==> config.mk <==
export PLATFORM = sky130hd
export DESIGN_NAME = issue_lookup
export DESIGN_NICKNAME = d
export VERILOG_FILES = /design/src/rtl/issue_pkg.sv /design/src/rtl/prod_table.sv /design/src/rtl/operand_pick.sv /design/src/rtl/rob_alloc.sv /design/src/rtl/fu_select.sv /design/src/rtl/issue_lookup.sv
export SDC_FILE = /design/constraint.sdc
export NUM_CORES = 1
export LEC_CHECK = 0
export ABC_AREA = 1
export BUFFER_PORTS_ARGS = -buffer_cell sky130_fd_sc_hd__buf_2
export CAP_MARGIN = 20
export CELL_PAD_IN_SITES_DETAIL_PLACEMENT = 1
export CELL_PAD_IN_SITES_GLOBAL_PLACEMENT = 1
export CORE_AREA = 3 3 210 212
export DETAILED_ROUTE_END_ITERATION = 6
export DIE_AREA = 0 0 213 215
export PLACE_DENSITY_LB_ADDON = 0.1
export SLEW_MARGIN = 20
export SYNTH_ARGS = -nofsm -noshare
export SYNTH_HDL_FRONTEND = slang
export SYNTH_SLANG_ARGS = --single-unit
==> constraint.sdc <==
create_clock -name clk -period 6.2 [get_ports clk]
set_input_delay 0.93 -clock clk [delete_from_list [all_inputs] [get_ports clk]]
set_output_delay 0.93 -clock clk [all_outputs]
set_load 0.02 [all_outputs]
==> src/rtl/issue_pkg.sv <==
package issue_pkg;

  typedef enum logic [1:0] {
    SRC_RF  = 2'd0,
    SRC_BUS = 2'd1,
    SRC_ROB = 2'd2,
    SRC_TAG = 2'd3
  } src_e;

  // Pointer advance with wrap at an arbitrary depth.
  function automatic int wrap_inc(input int p, input int depth);
    return (p + 1 >= depth) ? 0 : p + 1;
  endfunction

  // Operand source choice, given the lookup conditions.
  function automatic src_e pick_src(input logic pend, input logic bus_hit,
                                    input logic rob_done);
    if (!pend)         return SRC_RF;
    else if (bus_hit)  return SRC_BUS;
    else if (rob_done) return SRC_ROB;
    else               return SRC_TAG;
  endfunction

endpackage

==> src/rtl/prod_table.sv <==
module prod_table #(
  parameter int NREG = 16,
  parameter int TAGW = 4,
  localparam int RW = $clog2(NREG)
) (
  input  logic            clk,
  input  logic            rst_n,
  input  logic            flush,
  input  logic            wr_en,
  input  logic [RW-1:0]   wr_reg,
  input  logic [TAGW-1:0] wr_tag,
  input  logic            clr_en,
  input  logic [TAGW-1:0] clr_tag,
  input  logic [RW-1:0]   rd_reg_a,
  input  logic [RW-1:0]   rd_reg_b,
  output logic            pend_a,
  output logic [TAGW-1:0] tag_a,
  output logic            pend_b,
  output logic [TAGW-1:0] tag_b
);

  logic [NREG-1:0]           pend_q;
  logic [NREG-1:0][TAGW-1:0] tag_q;

  always_ff @(posedge clk or negedge rst_n) begin
    if (!rst_n) begin
      pend_q <= '0;
      tag_q  <= '0;
    end else if (flush) begin
      pend_q <= '0;
    end else begin
      for (int r = 0; r < NREG; r++) begin
        if (wr_en && wr_reg == RW'(r)) begin
          pend_q[r] <= 1'b1;
          tag_q[r]  <= wr_tag;
        end else if (clr_en && pend_q[r] && tag_q[r] == clr_tag) begin
          pend_q[r] <= 1'b0;
        end
      end
    end
  end

  assign pend_a = pend_q[rd_reg_a];
  assign tag_a  = tag_q[rd_reg_a];
  assign pend_b = pend_q[rd_reg_b];
  assign tag_b  = tag_q[rd_reg_b];

  // Named events for the checks below.
  logic clr_hit_a;
  assign clr_hit_a = clr_en && !flush && pend_a && tag_a == clr_tag &&
                     !(wr_en && wr_reg == rd_reg_a);

  a_r7_record_writer: assert property (@(posedge clk) disable iff (!rst_n)
    (wr_en && !flush) |=> (pend_q[$past(wr_reg)] && tag_q[$past(wr_reg)] == $past(wr_tag)));

  a_r9_commit_clears: assert property (@(posedge clk) disable iff (!rst_n)
    clr_hit_a |=> !pend_q[$past(rd_reg_a)]);

  a_r11_flush_empties: assert property (@(posedge clk) disable iff (!rst_n)
    flush |=> (pend_q == '0));

  a_r12_table_quiet: assert property (@(posedge clk) disable iff (!rst_n)
    (!wr_en && !clr_en && !flush) |=> ($stable(pend_q) && $stable(tag_q)));

endmodule

==> src/rtl/operand_pick.sv <==
module operand_pick #(
  parameter int DW   = 64,
  parameter int TAGW = 4
) (
  input  logic             pend,
  input  logic [TAGW-1:0]  ptag,
  input  logic [DW-1:0]    rf_data,
  input  logic             bus_valid,
  input  logic [TAGW-1:0]  bus_tag,
  input  logic [DW-1:0]    bus_data,
  input  logic             rob_done,
  input  logic [DW-1:0]    rob_data,
  output logic             rdy,
  output logic [DW-1:0]    val,
  output logic [TAGW-1:0]  tag,
  output issue_pkg::src_e  src
);

  logic bus_hit;
  assign bus_hit = bus_valid && bus_tag == ptag;
  assign src     = issue_pkg::pick_src(pend, bus_hit, rob_done);

  always_comb begin
    rdy = 1'b1;
    val = '0;
    tag = '0;
    unique case (src)
      issue_pkg::SRC_RF:  val = rf_data;
      issue_pkg::SRC_BUS: val = bus_data;
      issue_pkg::SRC_ROB: val = rob_data;
      issue_pkg::SRC_TAG: begin
        rdy = 1'b0;
        tag = ptag;
      end
      default: rdy = 1'b0;
    endcase
  end

endmodule

==> src/rtl/rob_alloc.sv <==
module rob_alloc #(
  parameter int DEPTH = 16,
  localparam int TAGW = $clog2(DEPTH),
  localparam int CW   = $clog2(DEPTH + 1)
) (
  input  logic            clk,
  input  logic            rst_n,
  input  logic            flush,
  input  logic            alloc,
  input  logic            commit,
  output logic [TAGW-1:0] tail,
  output logic            full
);

  logic [TAGW-1:0] tail_q;
  logic [CW-1:0]   count_q;
  logic            do_commit;

  assign do_commit = commit && count_q != '0;

  always_ff @(posedge clk or negedge rst_n) begin
    if (!rst_n) begin
      tail_q  <= '0;
      count_q <= '0;
    end else if (flush) begin
      tail_q  <= '0;
      count_q <= '0;
    end else begin
      if (alloc)
        tail_q <= TAGW'(issue_pkg::wrap_inc(int'(tail_q), DEPTH));
      case ({alloc, do_commit})
        2'b10:   count_q <= count_q + 1'b1;
        2'b01:   count_q <= count_q - 1'b1;
        default: count_q <= count_q;
      endcase
    end
  end

  assign tail = tail_q;
  assign full = count_q == CW'(DEPTH);

  a_r8_tail_steps: assert property (@(posedge clk) disable iff (!rst_n)
    (alloc && !flush) |=> (tail_q == TAGW'(issue_pkg::wrap_inc(int'($past(tail_q)), DEPTH))));

  a_r10_no_alloc_full: assert property (@(posedge clk) disable iff (!rst_n)
    full |-> !alloc);

  a_r10_bounded: assert property (@(posedge clk) disable iff (!rst_n)
    count_q <= CW'(DEPTH));

  a_r11_rewind: assert property (@(posedge clk) disable iff (!rst_n)
    flush |=> (tail_q == '0 && count_q == '0));

endmodule

==> src/rtl/fu_select.sv <==
module fu_select #(
  parameter int NFU = 4,
  localparam int FUW = $clog2(NFU)
) (
  input  logic [FUW-1:0] fu,
  input  logic [NFU-1:0] free,
  input  logic           go,
  output logic           sel_free,
  output logic [NFU-1:0] we
);

  assign sel_free = free[fu];

  for (genvar i = 0; i < NFU; i++) begin : g_we
    assign we[i] = go && fu == FUW'(i);
  end

endmodule

==> src/rtl/issue_lookup.sv <==
module issue_lookup #(
  parameter int NREG  = 16,
  parameter int DW    = 64,
  parameter int DEPTH = 16,
  parameter int NFU   = 4,
  parameter int OPW   = 8,
  localparam int RW   = $clog2(NREG),
  localparam int TAGW = $clog2(DEPTH),
  localparam int FUW  = $clog2(NFU)
) (
  input  logic            clk,
  input  logic            rst_n,
  input  logic            flush,
  input  logic            in_valid,
  input  logic [FUW-1:0]  in_fu,
  input  logic [OPW-1:0]  in_op,
  input  logic            in_has_dst,
  input  logic [RW-1:0]   in_dst,
  input  logic [RW-1:0]   in_src_a,
  input  logic [RW-1:0]   in_src_b,
  output logic            issue_fire,
  input  logic [NFU-1:0]  rs_free,
  output logic [RW-1:0]   rf_addr_a,
  output logic [RW-1:0]   rf_addr_b,
  input  logic [DW-1:0]   rf_data_a,
  input  logic [DW-1:0]   rf_data_b,
  input  logic            cdb_valid,
  input  logic [TAGW-1:0] cdb_tag,
  input  logic [DW-1:0]   cdb_data,
  output logic [TAGW-1:0] rob_rd_tag_a,
  output logic [TAGW-1:0] rob_rd_tag_b,
  input  logic            rob_rd_done_a,
  input  logic            rob_rd_done_b,
  input  logic [DW-1:0]   rob_rd_data_a,
  input  logic [DW-1:0]   rob_rd_data_b,
  input  logic            commit_valid,
  input  logic [TAGW-1:0] commit_tag,
  output logic            rob_we,
  output logic [TAGW-1:0] rob_wr_tag,
  output logic            rob_wr_has_dst,
  output logic [RW-1:0]   rob_wr_dst,
  output logic [NFU-1:0]  rs_we,
  output logic [OPW-1:0]  rs_op,
  output logic [TAGW-1:0] rs_rob_tag,
  output logic            rs_a_rdy,
  output logic [DW-1:0]   rs_a_val,
  output logic [TAGW-1:0] rs_a_tag,
  output logic            rs_b_rdy,
  output logic [DW-1:0]   rs_b_val,
  output logic [TAGW-1:0] rs_b_tag
);

  // Internal events, named for the checks.
  logic            rob_full;
  logic            unit_free;
  logic [TAGW-1:0] tail;
  logic            tbl_wr;
  logic            pend_a, pend_b;
  logic [TAGW-1:0] ptag_a, ptag_b;

  assign issue_fire = in_valid && unit_free && !rob_full && !flush;
  assign tbl_wr     = issue_fire && in_has_dst;

  fu_select #(.NFU(NFU)) u_sel (
    .fu       (in_fu),
    .free     (rs_free),
    .go       (issue_fire),
    .sel_free (unit_free),
    .we       (rs_we)
  );

  rob_alloc #(.DEPTH(DEPTH)) u_alloc (
    .clk    (clk),
    .rst_n  (rst_n),
    .flush  (flush),
    .alloc  (issue_fire),
    .commit (commit_valid),
    .tail   (tail),
    .full   (rob_full)
  );

  prod_table #(.NREG(NREG), .TAGW(TAGW)) u_tbl (
    .clk      (clk),
    .rst_n    (rst_n),
    .flush    (flush),
    .wr_en    (tbl_wr),
    .wr_reg   (in_dst),
    .wr_tag   (tail),
    .clr_en   (commit_valid),
    .clr_tag  (commit_tag),
    .rd_reg_a (in_src_a),
    .rd_reg_b (in_src_b),
    .pend_a   (pend_a),
    .tag_a    (ptag_a),
    .pend_b   (pend_b),
    .tag_b    (ptag_b)
  );

  // Per-operand lookup, index 0 = first source, 1 = second.
  logic [1:0]            op_pend;
  logic [1:0][TAGW-1:0]  op_ptag;
  logic [1:0][DW-1:0]    op_rf;
  logic [1:0]            op_done;
  logic [1:0][DW-1:0]    op_robd;
  logic [1:0]            op_rdy;
  logic [1:0][DW-1:0]    op_val;
  logic [1:0][TAGW-1:0]  op_tag;
  issue_pkg::src_e       op_src [2];

  assign op_pend = {pend_b, pend_a};
  assign op_ptag = {ptag_b, ptag_a};
  assign op_rf   = {rf_data_b, rf_data_a};
  assign op_done = {rob_rd_done_b, rob_rd_done_a};
  assign op_robd = {rob_rd_data_b, rob_rd_data_a};

  for (genvar k = 0; k < 2; k++) begin : g_op
    operand_pick #(.DW(DW), .TAGW(TAGW)) u_pick (
      .pend      (op_pend[k]),
      .ptag      (op_ptag[k]),
      .rf_data   (op_rf[k]),
      .bus_valid (cdb_valid),
      .bus_tag   (cdb_tag),
      .bus_data  (cdb_data),
      .rob_done  (op_done[k]),
      .rob_data  (op_robd[k]),
      .rdy       (op_rdy[k]),
      .val       (op_val[k]),
      .tag       (op_tag[k]),
      .src       (op_src[k])
    );
  end

  assign rf_addr_a    = in_src_a;
  assign rf_addr_b    = in_src_b;
  assign rob_rd_tag_a = ptag_a;
  assign rob_rd_tag_b = ptag_b;

  assign rob_we         = issue_fire;
  assign rob_wr_tag     = tail;
  assign rob_wr_has_dst = in_has_dst;
  assign rob_wr_dst     = in_dst;

  assign rs_op      = in_op;
  assign rs_rob_tag = tail;
  assign rs_a_rdy   = op_rdy[0];
  assign rs_a_val   = op_val[0];
  assign rs_a_tag   = op_tag[0];
  assign rs_b_rdy   = op_rdy[1];
  assign rs_b_val   = op_val[1];
  assign rs_b_tag   = op_tag[1];

  a_r2_onehot_we: assert property (@(posedge clk) disable iff (!rst_n)
    $onehot0(rs_we) && ((rs_we != '0) == rob_we));

  a_r2_needs_free: assert property (@(posedge clk) disable iff (!rst_n)
    rob_we |-> (in_valid && rs_free[in_fu] && !flush));

  a_r3_rf_source: assert property (@(posedge clk) disable iff (!rst_n)
    !pend_a |-> (rs_a_rdy && rs_a_val == rf_data_a && op_src[0] == issue_pkg::SRC_RF));

  a_r4_bus_source: assert property (@(posedge clk) disable iff (!rst_n)
    (pend_a && cdb_valid && cdb_tag == ptag_a) |-> (rs_a_rdy && rs_a_val == cdb_data));

  a_r5_rob_source: assert property (@(posedge clk) disable iff (!rst_n)
    (pend_b && !(cdb_valid && cdb_tag == ptag_b) && rob_rd_done_b) |->
      (rs_b_rdy && rs_b_val == rob_rd_data_b));

  a_r6_tag_forward: assert property (@(posedge clk) disable iff (!rst_n)
    (pend_a && !(cdb_valid && cdb_tag == ptag_a) && !rob_rd_done_a) |->
      (!rs_a_rdy && rs_a_tag == ptag_a));

endmodule

Word level (Yosys, flattened, before mapping)
Cells that the tools add are included.
{ "classes": {"n_addsub": 3, "bitwise_logic": 1, "n_eq_ne": 45, "reduce_logical": 100, "order_cmp": 4, "muxes": 60} }
{ "op_table": {"columns": ["cell", "count"], "rows": [
  ["$pmux 64 s3", 2],
  ["$eq 4x4->1", 18],
  ["$logic_and 1x1->1", 59],
  ["$reduce_bool 3->1", 17],
  ["$mux 1", 39],
  ["$bmux 4 s4", 2],
  ["$eq 4x4->1 const B", 8],
  ["$reduce_and 2->1", 16],
  ["$mux 4", 7],
  ["$eq 4x3->1 const B", 4],
  ["$mux 16", 1],
  ["$eq 2x2->1 const B", 7],
  ["$lt 4x5->1 const B", 2],
  ["$pmux 5 s2", 1],
  ["$bmux 1 s4", 2],
  ["$eq 2x1->1 const B", 4],
  ["$eq 4x2->1 const B", 2],
  ["$mux 2", 4],
  ["$logic_not 2->1", 3],
  ["$add 4x1->5 const B", 1],
  ["$add 5x1->5 const B", 1],
  ["$eq 5x5->1 const B", 1],
  ["$ge 5x5->1 const B", 1],
  ["$mux 5", 1],
  ["other kinds (9)", 10]
]} }
{ "word_totals": {"word_cells": 247, "inputBits": 363, "register_bits": 89, "output_inout_bits": 181} }

Longest topological paths before layout
Gate-level depths: netlist (run 1).
{ "logic_depth": {"ltp_word": 9, "ltp_mapped": 15, "mapped_depth_nobuf": 14} }

Cells and area by module
A second synthesis (run 1) with hierarchy kept.
{ "hier_totals": {"hier_cells": 1741, "area_unflattened_um2": 10408.7} }
{ "by_module_without_submodules": {"columns": ["module", "area_per_inst_um2", "cells_per_inst", "n_inst", "seq_area_each_um2"], "rows": [
  ["prod_table", 5619.1, 913, 1, 2001.9],
  ["operand_pick", 1916.8, 344, 2, 0.0],
  ["rob_alloc", 661.9, 91, 1, 225.2],
  ["issue_lookup", 224.0, 33, 1, 0.0],
  ["fu_select", 70.1, 16, 1, 0.0]
]} }

Worst setup path after synthesis (run 1)
OpenSTA, ideal clock, no wires.
{ "synth_timing": {"kind": "input to output", "start": "input port in_src_b[0]", "end": "output port rs_b_tag[0]", "path_stages": 12, "t_arrival_ps": 2676, "required_ps": 5270, "setup_slack_ps": 2594, "path_buffers": 3, "path_cell_list": "buf_6 -> buf_6 -> o211ai_1 -> nand3_1 -> nand3_1 -> nand2_1 -> nand2_1 -> nand2_1 -> nand3_1 -> buf_6 -> nand3b_2 -> a21oi_1"} }
{ "synth_between": {"elab_chain_cells": 8, "elab_cells_between_ends": 10, "classes_between": "2 x eq/ne; 7 x mux; 1 x reduce/logical"} }
{ "synth_lines": {"columns": ["element", "line", "text"], "rows": [
  ["from (decl)", "issue_lookup.sv:20", "input logic [RW-1:0] in_src_b,"],
  ["$bmux 4 s4", "prod_table.sv:46", "assign tag_b = tag_q[rd_reg_b];"],
  ["$mux 4 (not written as such)", "prod_table.sv:46", null],
  ["net rob_rd_tag_b[3]", "issue_lookup.sv:31", "output logic [TAGW-1:0] rob_rd_tag_b,"],
  ["$eq 4x4->1", "operand_pick.sv:20", "assign bus_hit = bus_valid && bus_tag == ptag;"],
  ["$logic_and 1x1->1", "operand_pick.sv:20", null],
  ["$mux 2", "issue_pkg.sv:19", "else if (bus_hit) return SRC_BUS;"],
  ["$mux 2", "issue_pkg.sv:18", "if (!pend) return SRC_RF;"],
  ["$eq 2x2->1", "operand_pick.sv:27", "unique case (src)"],
  ["$mux 4", "operand_pick.sv:27", null],
  ["to (decl)", "issue_lookup.sv:50", "output logic [TAGW-1:0] rs_b_tag"]
]} }
The timed path passes the listed nets, and every way through them passes these cells. The select of a mux whose other input is x is not followed.

Worst setup path after layout (run 1)
{ "layout_timing": {"start": "input port in_src_b[1]", "end": "output port rs_b_val[35]"} }
{ "layout_between": {"elab_chain_cells": 8, "elab_cells_between_ends": 12, "classes_between": "3 x eq/ne; 7 x mux; 2 x reduce/logical"} }
{ "layout_lines": {"columns": ["element", "line", "text"], "rows": [
  ["$bmux 4 s4", "prod_table.sv:46", null],
  ["$mux 4 (not written as such)", "prod_table.sv:46", null],
  ["$eq 4x4->1", "operand_pick.sv:20", null],
  ["$logic_and 1x1->1", "operand_pick.sv:20", null],
  ["$mux 2", "issue_pkg.sv:19", null],
  ["$mux 2 *", "issue_pkg.sv:18", null],
  ["$eq 2x2->1 (tied with other cells)", "operand_pick.sv:27", null],
  ["$pmux 64 s3 *", "operand_pick.sv:27", null],
  ["to (decl)", "issue_lookup.sv:49", "output logic [DW-1:0] rs_b_val,"]
]} }
Mark *: on every way between the ends. The rest lies on a longest branch, timed or not. The select of a mux whose other input is x is not followed.

==> flow_results.org, run 1 <==
** Routing
- Post-detailed-route count of antenna-violating nets :: 0
- First-pass iteration count of the detailed router :: 5
- Wire length per cell :: 29.4 um
- For this block, the initial DRC count from the detailed router was 1,129.
- Dividing the detail-routed via count by the number of cells gives 5.47.
- Total number of vias :: 13,676
- DRC viols :: 0
- Aggregate routed wire length :: 73,600 um

** Pwr
- Power spread over the standard cell area amounts to 183 nW/um^2.
- Highest ir drop seen on vdd :: 113 uV
- Cell leakage power :: 6.40 nW

** Yosys
- The share of synthesized area in the top cell type comes to 23.5%.
- After synthesis, the share of flip-flops with an asynchronous set or reset is 100%.
- The largest total area in the synthesized netlist belongs to sky130_fd_sc_hd__dfrtp_1.
- Yosys instantiated no cell more often than sky130_fd_sc_hd__nand2_1.
- Counting flops with a built-in enable in the synthesized netlist gives 0.
- During synthesis, Yosys emitted a total of 0 warnings.
- After Yosys synthesis, XOR and XNOR cells account for 1.11% of the synthesized area.
- Flop and latch count out of synthesis :: 89
- The synthesized netlist contains 35 unique library cells.
- Summing the areas of all compound-gate instances in the mapped netlist gives 12.1% of the synthesized area.
- Combinational family with the most area after synthesis :: simple AND/OR/NAND/NOR gates
- Share of the yosys chip area belonging to registers :: 23.5%
- In this run the mean area of a mapped cell was 6.17 um^2.
- Syn Inst Count :: 1,540
- For this run, the leading register cell type out of synthesis is sky130_fd_sc_hd__dfrtp_1.
- Of the total synthesized cell area, the portion taken by full adders, half adders and majority gates is 0.738%.
- Measured against the total synthesized area, the mux share comes to 0%.
- By area the synthesized netlist is led by sky130_fd_sc_hd__dfrtp_1, sky130_fd_sc_hd__nand3_1, sky130_fd_sc_hd__nand2_1, sky130_fd_sc_hd__nand4_1, sky130_fd_sc_hd__o21ai_0.
- Most frequent cells after synthesis :: sky130_fd_sc_hd__nand2_1, sky130_fd_sc_hd__nand3_1, sky130_fd_sc_hd__nand4_1
- Of the total synthesized cell area, the portion taken by AND, OR, NAND and NOR gates is 48.3%.
- The synthesized netlist occupies a cell area of 9500 um^2.
- Net Count, Synth :: 1,908

** Placement
- Number of port buffers :: 527
- Placed Instances :: 2,475
- RD Place Congestion :: 1.07
- After legalization and detailed placement, the total HPWL measured 59,400 um.

** Clock network
- The number of setup buffers added after CTS is 0.
- Clock tree from TritonCTS :: yes
- TritonCTS Buffers :: 9
- Worst skew pair latency :: 360 ps
- Post-CTS clock slew at the launch and capture registers of the worst setup and hold paths :: 70 ps
- Buffer depth of the longest clock path :: 2
- Number of sinks handled by clock tree synthesis :: 89
- The cell sitting at the root of the clock tree is a sky130_fd_sc_hd__clkbuf_16.
- H-tree levels :: 3
- Post-cts repair resize count :: 0
- Post-CTS Hold Buffers :: 0

** STA
- Setup repair after global routing left no endpoint under its margin.
- Number of hold violations in the final report :: 0
- Summed negative setup slack over all endpoints :: 0 ps
- Of the available clock period, the critical path in the final layout requires 82.1%.
- The number of slew-limit violations in the final report came to 0.
- Measured against its own limit, the worst slew margin works out to 26.5%.
- Min cycle time layout :: 5090 ps
- Number of setup violations in the final report :: 0
- Worst setup skew after layout :: 13.0 ps
- Achievable frequency :: 196 MHz
- At the pin with the least slew margin, the transition time is 1100 ps.

** Run status
- The run finished with clean final reports.

** Layout
- Fin nets :: 2,316
- For this run, the number of standard cells in the final layout without fillers is 2,502.
- Syn-to-layout area delta :: 31.0%
- Share of final-layout standard cells stronger than drive strength 1 :: 30.0%

** Critical path
- Startpoint of the worst register-to-register path :: u_alloc.count_q[0]
- The most numerous cell type found on the critical path is sky130_fd_sc_hd__nand3_1.
- Broken down by cell family, the worst path's largest delay share belongs to simple AND/OR/NAND/NOR gates.
- Max stage delay cell, worst path :: sky130_fd_sc_hd__nand3_2
- Worst Reg2Reg Path Length in Cells :: 14
- Combined buffer and inverter count along the critical path :: 4
- Instance count on the critical path :: 14
- Setup CP Type :: input pin to output pin
- Walking the worst path, the cells encountered are buf_2, inv_1, nand3_1, nand3_1, nand3_1, nand2_1, nand2_1, nand2_1, nor2_2, nand3_2, buf_12, nand4_1, nand3_1, buf_2.
- Startpoint kind of the worst setup timing path :: input pin
- STA classifies the critical path endpoint as an output pin.
- STA puts the critical path data arrival time at 4160 ps.
- In this run the worst setup path begins at in_src_b[1].
- Max incr delay on CP :: 470 ps
- Worst Path Max Fanout :: 33
- Required time at the worst-slack endpoint :: 5270 ps

** GRT
- Global router's overall resource usage :: 30.6%
- The first global-routing pass estimated 102,000 um of wire.
- The number of global-route vias before repair was 13,609.
- The number of antenna violations at the first check in global routing came to 20.
- Global routing finished with a remaining overflow of 0.
- Maximum number of pins on one net before global-route repair :: 72

** Min path
- The min-delay analysis places its worst path in the category input pin to asynchronous set/reset pin.

** Floorplan
- Vert. Die Dim :: 215 um
- Initial standard-cell utilization of the core :: 22.5%
- The total area inside the core boundary comes to 42,100 um^2.
- Number of top-level design ports :: 544
- DIE WIDTH :: 213 um
- The die covers 45,800 um^2.
- In this run the core area contains 75 standard-cell rows.

** Run
- Max-cap violations in this run came to 0.
stage by stage:
stage          util [%]  power (mW)  hold WS (ps)  setup WS (ps)  cell area, um^2
2_1_floorplan         -        1.22           453           2590             9500
3_3_place_gp       28.7        1.70           467           1220            12100
3_5_place_dp       28.7        1.71           477           1160            12100
4_1_cts            29.4        2.28           448           1140            12400
5_1_grt            29.5        2.38           456            782            12400
6_report           29.5        2.27           441           1110            12400
layout make-up:
class | instances | area (um^2)
diodes | 10 | 25.0
clock buffers | 11 | 253
clock inverters | 5 | 42.5
fillers | 5509 | 29700
inverters | 112 | 425
multi-input cells | 1189 | 5930
flip-flops and latches | 89 | 2230
well taps | 539 | 674
repair buffers | 547 | 2870
worst paths after layout:
check                                      to  slack, ps
max                              rs_b_val[35]       1110
min                           u_tbl.tag_q[25]        440
max reg2reg                u_alloc.count_q[4]       3460
min reg2reg                   u_tbl.tag_q[58]        490
max in group asynchronous     u_tbl.pend_q[8]       4490
min in group clk              u_tbl.tag_q[58]        490
power by group:
group | total, mW | switching [mW] | internal, mW
logic | 1.08 | 0.760 | 0.323
registers | 0.622 | 0.0211 | 0.601
clock network | 0.567 | 0.267 | 0.300
total | 2.27 | 1.05 | 1.22
metal layers:
metal / global-route usage [%] / routed length (um)
met1: 44.6 / 35000
met2: 45.9 / 31400
met3: 6.17 / 5160
met4: 7.90 / 1980
met5: 0 / 35
worst reg2reg max path, delay by kind of cell (launching register included):
family | cells | cell delay [ps]
AND/OR/NAND/NOR | 7 | 1160
flip-flops | 1 | 420
XOR/XNOR | 2 | 320
AO/OA/AOI/OAI | 2 | 290
adder cells (fa/ha/maj) | 1 | 280
buffers and inverters | 2 | 210
state kept, by name, indices dropped and copies added (netlist names):
register,cells
u_tbl.pend_q,16
u_alloc.tail,4
u_alloc.count_q,5
u_tbl.tag_q,64
cell families after synthesis:
family,Yosys count
AO/OA/AOI/OAI,195
XOR/XNOR,12
adder cells (fa/ha/maj),5
buffers and inverters,262
flip-flops,89
AND/OR/NAND/NOR,977
cells in the final DEF (no fill, tap or decap), drive strengths merged:
cell      instances
a2111oi           7
a211oi            1
a21oi            40
a221oi            8
buf             546
clkbuf           12
clkinv            7
clkinvlp          1
dfrtp            89
diode            10
fa                1
ha                4
inv             109
nand2           421
nand3           402
nand3b            2
nand4           129
nor2             13
nor3              9
nor4              1
o2111ai           9
o211ai           14
o21ai            86
o22ai            26
o31ai             3
o32ai             1
xnor2             5
xor2              7
Power figures use the tool's default switching activity.
==> run 2, diff against run 1 <==
--- a/config.mk
+++ b/config.mk
@@ -5,7 +5,7 @@
 export SDC_FILE = /design/constraint.sdc
 export NUM_CORES = 1
 export LEC_CHECK = 0
-export ABC_AREA = 1
+export ABC_AREA = 0
 export BUFFER_PORTS_ARGS = -buffer_cell sky130_fd_sc_hd__buf_2
 export CAP_MARGIN = 20
 export CELL_PAD_IN_SITES_DETAIL_PLACEMENT = 1
==> constraint.sdc (replaced) <==
create_clock -name clk -period 4.83 [get_ports clk]
set_input_delay 0.7245 -clock clk [delete_from_list [all_inputs] [get_ports clk]]
set_output_delay 0.7245 -clock clk [all_outputs]
set_load 0.02 [all_outputs]
==> flow_results.org, run 2 <==
** Routing
- Initial drt markers :: 743 (-34%)
- The detailed-routing wirelength on met1 was 29,500 um (-16%).
- DRC viols :: 0 (unchanged)
- Total number of vias :: 9,931 (-27%)
- The total met3 wirelength after detailed routing is 4720 um (-8.5%).
- Post-detailed-route count of antenna-violating nets :: 0 (unchanged)
- The routed wire length per instance is 33.8 um (+15%).
- First-pass iteration count of the detailed router :: 5 (unchanged)
- Signal routing reaches up to met5.
- The met2 routed wirelength is 29,000 um (-7.7%).
- The via-per-instance ratio came to 5.24 (-4.2%).
- Aggregate routed wire length :: 64,100 um (-13%)

** Critical path
- The data required time of the critical path was 4110 ps (-1160 ps).
- The worst setup path is captured at an output pin.
- Setup CP Type :: input pin to output pin
- The slowest stage of the critical path belongs to the cell sky130_fd_sc_hd__buf_2.
- The worst path buffer plus inverter count came to 4 (unchanged).
- Cells along the critical path :: buf_2, buf_4, mux4_2, mux2_2, mux2i_1, o211ai_1, a211o_1, and3_2, buf_4, a221o_1, buf_2
- Crit path max-delay family :: buffers and inverters
- The highest net fanout along the worst path came to 16 (-52%).
- Data arrival at the endpoint of the critical path :: 3890 ps (-270 ps)
- Max incr delay on CP :: 390 ps (-80 ps)
- The worst setup path is launched from an input pin.

** Layout
- Largest registers ranked by flip-flop count :: u_tbl.tag_q x64, u_tbl.pend_q x16, u_alloc.count_q x5
- Fillers :: 4,982 (-9.6%)
- Syn-to-layout area delta :: 40.6%
- The number of flip-flops in the largest register is 64 (unchanged).
- The fraction of final layout cells with drive strength greater than 1 is 52.7% (+23 points).
- Leading cell type in the layout, fill and taps excluded :: sky130_fd_sc_hd__buf_2
- Final standard cell count with taps included and fillers excluded :: 1,896 (-24%)
- The final cell utilization of the core came to 29.0% (-0.56 points).
- Top register by number of flip-flops :: u_tbl.tag_q
- The number of nets in the final layout is 1,711 (-26%).
- Most frequent cells in the layout :: sky130_fd_sc_hd__buf_2, sky130_fd_sc_hd__nor2b_1, sky130_fd_sc_hd__a221o_1

** GRT
- First-pass GRT wire length :: 85,300 um (-17%)
- Antenna violations before repair :: 14 (-30%)
- Overall overflow remaining after global route :: 0 (unchanged)
- The number of global-route vias before repair came to 9,922 (-27%).
- Maximum number of pins on one net before global-route repair :: 65 (-9.7%)
- Global router's overall resource usage :: 26.6% (-4.1 points)

** STA
- The worst path uses 95.6% of the clock period.
- Slew @ Worst Pin :: 978 ps (-124 ps)
- Summed negative setup slack over all endpoints :: 0 ps (unchanged)
- The number of slew-limit violations in the final report was 0 (unchanged).
- The remaining max-slew budget at the tightest pin came to 34.8% (+8.3 points).
- For this run, the top clock speed supported by timing is 217 MHz.
- The worst clock skew on the final layout came to 12.0 ps (-1.08 ps).
- Unrepaired setup endpoints after global routing :: false
- The count of endpoints failing setup in the final report came to 0 (unchanged).
- Number of hold violations in the final report :: 0 (unchanged)
- Crit path setup slack, layout :: 213 ps (-896 ps)
- Min cycle time layout :: 4620 ps

** Clock network
- The clock latency of the later-clocked register in the worst-skew pair was 360 ps (about the same).
- The clock-pin slew reported for the worst setup and hold paths after clock tree synthesis was 70 ps (about the same).
- Buffer depth of the longest clock path :: 2 (unchanged)
- The root buffer cell chosen for the clock tree is sky130_fd_sc_hd__clkbuf_16.
- The H-tree depth reported by CTS was 3 (unchanged).
- The number of clock sinks was 89 (unchanged).
- Post-CTS Hold Buffers :: 0 (unchanged)
- The post-CTS setup buffer count is 0 (unchanged).
- Clock tree from TritonCTS :: yes
- TritonCTS Buffers :: 9 (unchanged)
- The count of cells resized by post-cts repair was 0 (unchanged).

** Placement
- Number of port buffers :: 527 (unchanged)
- Placement-stage worst setup slack :: 146 ps (-1010 ps)
- Placed Instances :: 1,871 (-24%)
- RD Place Congestion :: 0.951 (-11%)
- The HPWL reported at the end of detailed placement came to 53,600 um (-9.9%).

** Yosys
- Net Count, Synth :: 1,241 (-35%)
- Predominant post-synthesis flop cell :: sky130_fd_sc_hd__dfrtp_1
- Most frequent cell after synthesis :: sky130_fd_sc_hd__nor2b_1
- Number of warnings reported in the yosys synthesis log :: 0 (unchanged)
- Combinational family with the most area after synthesis :: multiplexers
- Largest cells by area after synthesis :: sky130_fd_sc_hd__dfrtp_1, sky130_fd_sc_hd__a221o_1, sky130_fd_sc_hd__mux2_2, sky130_fd_sc_hd__nor2b_1, sky130_fd_sc_hd__mux4_2
- The number of synthesized flops with an enable pin is 0 (unchanged).
- Post-synthesis instance area :: 8690 um^2 (-8.5%)
- Share of the yosys chip area belonging to registers :: 25.6% (+2.2 points)
- Synthesized-area fraction occupied by adder cells :: 0.807% (+0.069 points)
- Number of unique standard cell types used by synthesis :: 55 (+57%)
- The fraction of registers with async set or reset after synthesis is 100% (unchanged).
- Syn Inst Count :: 873 (-43%)
- The simple logic cell fraction of the synthesized area was 18.1% (-30 points).
- sky130_fd_sc_hd__dfrtp_1 takes more of the synthesized area than any other cell.
- Top-area cell type share of the netlist area :: 25.6% (+2.2 points)
- Mean post-synth cell area :: 9.95 um^2 (+61%)
- Flop and latch count out of synthesis :: 89 (unchanged)
- The area fraction in compound gates after synthesis was 19.2% (+7.1 points).
- Counting instances in the post-synthesis netlist gives the leading cell types as sky130_fd_sc_hd__nor2b_1, sky130_fd_sc_hd__a221o_1, sky130_fd_sc_hd__dfrtp_1.
- Xor and xnor area share after synthesis :: 7.76% (+6.7 points)
- The post-synthesis mux area share came to 21.5% (+22 points).

** Floorplan
- Initial standard-cell utilization of the core :: 20.6% (-1.9 points)
- Vert. Die Dim :: 215 um (unchanged)
- Core area :: 42,100 um^2 (unchanged)
- Die area :: 45,800 um^2 (unchanged)
- The boundary pin count was 544 (unchanged).
- The number of rows created at floorplan is 75 (unchanged).
- DIE WIDTH :: 213 um (unchanged)

** Min path
- The min-delay analysis places its worst path in the category input pin to asynchronous set/reset pin.

** Pwr
- Highest ir drop seen on vdd :: 193 uV (+72%)
- Cell leakage power :: 6.08 nW (-4.9%)
- Power after layout :: 2.57 mW (+13%)
- The total power divided by cell area was 211 nW/um^2 (+15%).

** Run status
- The flow ran to the end, and the final reports show no timing, DRC or antenna violations.

** Run
- The max-cap violation count came to 0 (unchanged).
==> run 2: cells by family after synthesis <==
kind of cell	Yosys count
and+or+nand+nor	271
AOI/OAI and AO/OA	181
muxes	139
buffers and inverters	111
DFF	89
xor gates and xnor gates	77
adders and majority gates	5
==> run 2: through the flow <==
| stage | hold slack (ps) | cell area [um^2] |
|---|---|---|
| finish | 427 | 12200 |
| global route | 477 | 12200 |
| CTS | 454 | 12200 |
| detailed placement | 530 | 11800 |
| global placement | 512 | 11800 |
| floorplan | 429 | 8690 |
==> run 2: routing by layer <==
metal | vias to the layer above | global-route usage, %
met3 | 53 | 6.24
met1 | 5146 | 37.5
li1 | 4263 | -
met4 | 6 | 3.61
met5 | - | 0
met2 | 463 | 42.2
==> run 2: worst register-to-register path, cell delays in order, from the launching register on <==
cell and delay [ps]:
sky130_fd_sc_hd__dfrtp_1 430, sky130_fd_sc_hd__or4_1 570, sky130_fd_sc_hd__o211ai_1 640, sky130_fd_sc_hd__nor2_1 330, sky130_fd_sc_hd__or2_2 390, sky130_fd_sc_hd__inv_1 120
sky130_fd_sc_hd__ha_1 270, sky130_fd_sc_hd__nor2b_1 140, sky130_fd_sc_hd__o21a_1 170, sky130_fd_sc_hd__or4_1 390, sky130_fd_sc_hd__o21ai_0 110, sky130_fd_sc_hd__xnor2_1 150
sky130_fd_sc_hd__nor2_1 50
==> run 2: power by group <==
group	total (mW)	internal (mW)	leakage [nW]	switching (mW)
clock	0.858	0.523	0.165	0.335
combinational	0.901	0.376	4.68	0.524
sequential	0.815	0.771	1.24	0.0449
==> run 2: path summary, 6_finish.rpt <==
check | slack [ps] | cells after the start | to | start
max in group asynchronous | 3390 | 2 | u_tbl.tag_q[1] | rst_n
min in group clk | 540 | 1 | u_tbl.pend_q[1] | u_tbl.pend_q[1]
min reg2reg | 540 | 1 | u_tbl.pend_q[1] | u_tbl.pend_q[1]
max | 210 | 11 | rs_a_val[40] | in_src_a[3]
min | 430 | 1 | u_tbl.tag_q[60] | rst_n
max reg2reg | 940 | 12 | u_alloc.count_q[4] | u_alloc.count_q[0]
==> run 2: final cells by class <==
type	count	area, um^2	share of cell area (%)
Sequential cell	89	2230	18.2
Tap cell	539	674	5.52
Inverter	6	22.5	0.184
Timing Repair Buffer	564	3030	24.8
Clock buffer	10	239	1.96
Clock inverter	6	114	0.933
Multi-Input combinational cell	673	5880	48.1
Antenna cell	9	22.5	0.184
==> run 3, diff against run 2 <==
--- a/config.mk
+++ b/config.mk
@@ -5,14 +5,14 @@
 export SDC_FILE = /design/constraint.sdc
 export NUM_CORES = 1
 export LEC_CHECK = 0
-export ABC_AREA = 0
+export ABC_AREA = 1
 export BUFFER_PORTS_ARGS = -buffer_cell sky130_fd_sc_hd__buf_2
 export CAP_MARGIN = 20
 export CELL_PAD_IN_SITES_DETAIL_PLACEMENT = 1
 export CELL_PAD_IN_SITES_GLOBAL_PLACEMENT = 1
-export CORE_AREA = 3 3 210 212
+export CORE_AREA = 3 3 208 210
 export DETAILED_ROUTE_END_ITERATION = 6
-export DIE_AREA = 0 0 213 215
+export DIE_AREA = 0 0 211 213
 export PLACE_DENSITY_LB_ADDON = 0.1
 export SLEW_MARGIN = 20
 export SYNTH_ARGS = -nofsm -noshare
==> flow_results.org, run 3 (synthesis results as in run 1) <==
** Run status
- The flow ran to the end, and the final reports show no timing, DRC or antenna violations.

** Clock network
- The clock-pin slew reported for the worst setup and hold paths after clock tree synthesis is 60 ps (about the same).
- Buffer depth of the longest clock path :: 2 (unchanged)
- Worst skew pair latency :: 360 ps (about the same)
- Clk root buf :: sky130_fd_sc_hd__clkbuf_16
- TritonCTS Buffers :: 9 (unchanged)
- Number of sinks handled by clock tree synthesis :: 89 (unchanged)
- TritonCTS built the clock tree.
- The H-tree depth reported by CTS came to 3 (unchanged).
- Post-cts repair resize count :: 0 (unchanged)
- Post-CTS setup buffer count :: 0 (unchanged)
- The count of hold-fix buffers inserted at cts came to 0 (unchanged).

** Layout
- Share of final-layout standard cells stronger than drive strength 1 :: 30.2% (-22 points)
- Top register by number of flip-flops :: u_tbl.tag_q
- The number of flip-flops in the largest register came to 64 (unchanged).
- The number of fill cells in the layout came to 5,529 (+11%).
- Largest registers ranked by flip-flop count :: u_tbl.tag_q x64, u_tbl.pend_q x16, u_alloc.count_q x5
- Register area :: 2230 um^2 (unchanged)
- Final standard cell count with taps included and fillers excluded :: 2,514 (+33%)
- Most frequent cells in the layout :: sky130_fd_sc_hd__buf_2, sky130_fd_sc_hd__nand2_1, sky130_fd_sc_hd__nand3_1
- Area used by multi-input combinational logic :: 5940 um^2 (+1.1%)
- Fin nets :: 2,326 (+36%)
- Leading cell type in the layout, fill and taps excluded :: sky130_fd_sc_hd__buf_2
- Compared with the post-synthesis result, the final layout area differs by 32.1%.

** Critical path
- In this run the critical register-to-register path is launched from u_alloc.count_q[0].
- Reg2reg setup slack :: 1990 ps (+1050 ps)
- STA classifies the critical path startpoint as an input pin.
- Worst Path Max Fanout :: 24 (+8)
- By startpoint and endpoint, the worst setup path is classified as input pin to output pin.
- The data required time of the critical path came to 4110 ps (about the same).
- The endpoint identified for the worst register-to-register timing path is u_tbl.tag_q[62].
- The data arrival at the endpoint of the critical path was 3720 ps (-170 ps).
- The worst setup path is captured at an output pin.
- The number of cells traversed by the worst register-to-register path came to 11 (-1).

** Floorplan
- The height of the die is 213 um (-0.93%).
- The floorplan die width was 211 um (-0.94%).
- Placement Rows :: 75 (unchanged)
- Die area :: 44,900 um^2 (-1.9%)
- Initial standard-cell utilization of the core :: 22.7% (+2.1 points)
- Number of top-level design ports :: 544 (unchanged)
- The core area came to 41,800 um^2 (-0.89%).

** Min path
- In this run the worst hold path is classified as input pin to asynchronous set/reset pin.

** GRT
- Maximum number of pins on one net before global-route repair :: 66 (+1.5%)
- The sum of overflow across all layers after global routing came to 0 (unchanged).
- Antenna violations before repair :: 22 (+8)
- First-pass GRT wire length :: 101,000 um (+18%)
- The combined global-route utilization of all metal layers is 31.1% (+4.5 points).
- Met1 Resource Use GR :: 43.9% (+6.5 points)
- Global-route track usage on met3 :: 10.5% (+4.2 points)
- Vias in the first global route :: 13,523 (+36%)
- After global routing, the most crowded layer is met2.
- GR Util met2 :: 44.2% (+2.0 points)

** STA
- The worst clock skew on the final layout was 5.65 ps (-6.31 ps).
- The maximum operating frequency came to 225 MHz (+4.0%).
- Slew Viols, Final :: 0 (unchanged)
- The part of the cycle the worst path needs came to 91.9% (-3.7 points).
- Setup repair after global routing left no endpoint under its margin.
- The pin slew with the least headroom to its limit is 973 ps (-5.89 ps).
- Summed negative setup slack over all endpoints :: 0 ps (unchanged)
- The remaining max-slew budget at the tightest pin is 35.1% (+0.32 points).
- The time the final worst path needs with I/O delays and setup came to 4440 ps (-178 ps).
- The final worst-path setup slack was 390 ps (+178 ps).
- Number of hold violations in the final report :: 0 (unchanged)
- The count of endpoints failing setup in the final report is 0 (unchanged).

** Placement
- Placement-stage worst setup slack :: 470 ps (+324 ps)
- Number of port buffers :: 527 (unchanged)
- The HPWL reported at the end of detailed placement was 59,900 um (+12%).
- Placed Instances :: 2,486 (+33%)
- The weighted congestion at the end of routability-driven global placement was 0.903 (-5.0%).

** Run
- The max-cap violation count came to 0 (unchanged).

** Pwr
- Clock share of power :: 24.9% (-8.4 points)
- Cell leakage power :: 6.44 nW (+6.0%)
- The share of power burned in combinational logic came to 47.8% (+13 points).
- Sequential fraction of design power :: 27.3% (-4.4 points)
- The net switching power was 1.33 mW (+47%).
- Power density of the placed cells :: 234 nW/um^2 (+11%)
- The largest voltage drop on the vdd net is 172 uV (-11%).
- Pint :: 1.60 mW (-3.9%)
- The switching share of power is 45.3% (+10 points).

** Routing
- The total routed wirelength was 73,700 um (+15%).
- The remaining antenna violation count came to 0 (unchanged).
- The count of routing violations after the opening detailed-route iteration came to 1,240 (+67%).
- The overall via count from detail_route came to 13,793 (+39%).
- Vias per std cell :: 5.49 (+4.7%)
- The first-pass iteration count of the detailed router came to 5 (unchanged).
- The DRC violations left is 0 (unchanged).
- The routed wire length per instance is 29.3 um (-13%).
-- run 3: cell types whose count changed in the layout (fill, tap and decap cells not counted), moves of 83 or more --
cell,change
sky130_fd_sc_hd__nor2b_1,-137
sky130_fd_sc_hd__nand2_1,+393
sky130_fd_sc_hd__nand3_1,+374
sky130_fd_sc_hd__nand4_1,+127
sky130_fd_sc_hd__a221o_1,-128
sky130_fd_sc_hd__mux2_2,-83
sky130_fd_sc_hd__inv_1,+96
-- run 3: final cells by class --
| type | count | share of cell area, % |
|---|---|---|
| diodes | 14 | 0.279 |
| clock buffers | 11 | 1.94 |
| clock inverters | 3 | 0.339 |
| inverters | 112 | 3.39 |
| multi-input cells | 1189 | 47.4 |
| flip-flops and latches | 89 | 17.8 |
| well taps | 539 | 5.38 |
| repair buffers | 557 | 23.5 |
-- run 3: through the flow --
stage                     hold slack [ps]  power, mW  utilization, %  cell area, um^2
after floorplan                       429       1.57               -             9500
after global placement                469       2.19            29.3            12200
after detailed placement              476       2.20            29.3            12200
after CTS                             491       2.93            29.9            12500
after global routing                  532       3.08            30.0            12500
final                                 488       2.93            30.0            12500
-- run 3: worst max path at each step --
stage / start / to / slack (ps) / depth (start not counted)
2_1_floorplan: in_src_b[0] / rs_b_tag[0] / 1640 / 12
4_1_cts: in_src_b[1] / rs_b_val[1] / 460 / 14
3_3_place_gp: in_src_b[1] / rs_b_val[45] / 500 / 14
5_1_grt: in_src_b[1] / rs_b_val[23] / 220 / 14
6_report: in_src_b[1] / rs_b_val[45] / 390 / 14
3_5_place_dp: in_src_b[1] / rs_b_val[1] / 470 / 14
-- run 3: critical path, stage by stage --
cell                      delay [ps]
sky130_fd_sc_hd__buf_2           110
sky130_fd_sc_hd__inv_1           610
sky130_fd_sc_hd__nand3_1         150
sky130_fd_sc_hd__nand3_1         150
sky130_fd_sc_hd__nand3_1         210
sky130_fd_sc_hd__nand2_1         180
sky130_fd_sc_hd__nand2_1          60
sky130_fd_sc_hd__nand2_1         140
sky130_fd_sc_hd__nand3_2         150
sky130_fd_sc_hd__nor2_8          400
sky130_fd_sc_hd__buf_12          240
sky130_fd_sc_hd__nand3_1         170
sky130_fd_sc_hd__nand3_1         200
sky130_fd_sc_hd__buf_2           190
-- run 3: power groups by stage --
stage | Sequential, mW | Combinational (mW) | Clock (mW)
finish | 0.801 | 1.40 | 0.730
global route | 0.804 | 1.51 | 0.768
CTS | 0.801 | 1.39 | 0.742
detailed placement | 0.814 | 1.39 | 0
global placement | 0.814 | 1.38 | 0
floorplan | 0.807 | 0.764 | 0
-- run 3: routing by layer --
metal / vias up / share of wire, %
li1: 6201 / -
met1: 6894 / 46
met2: 586 / 42
met3: 100 / 9.5
met4: 12 / 2.9
met5: - / 0.11
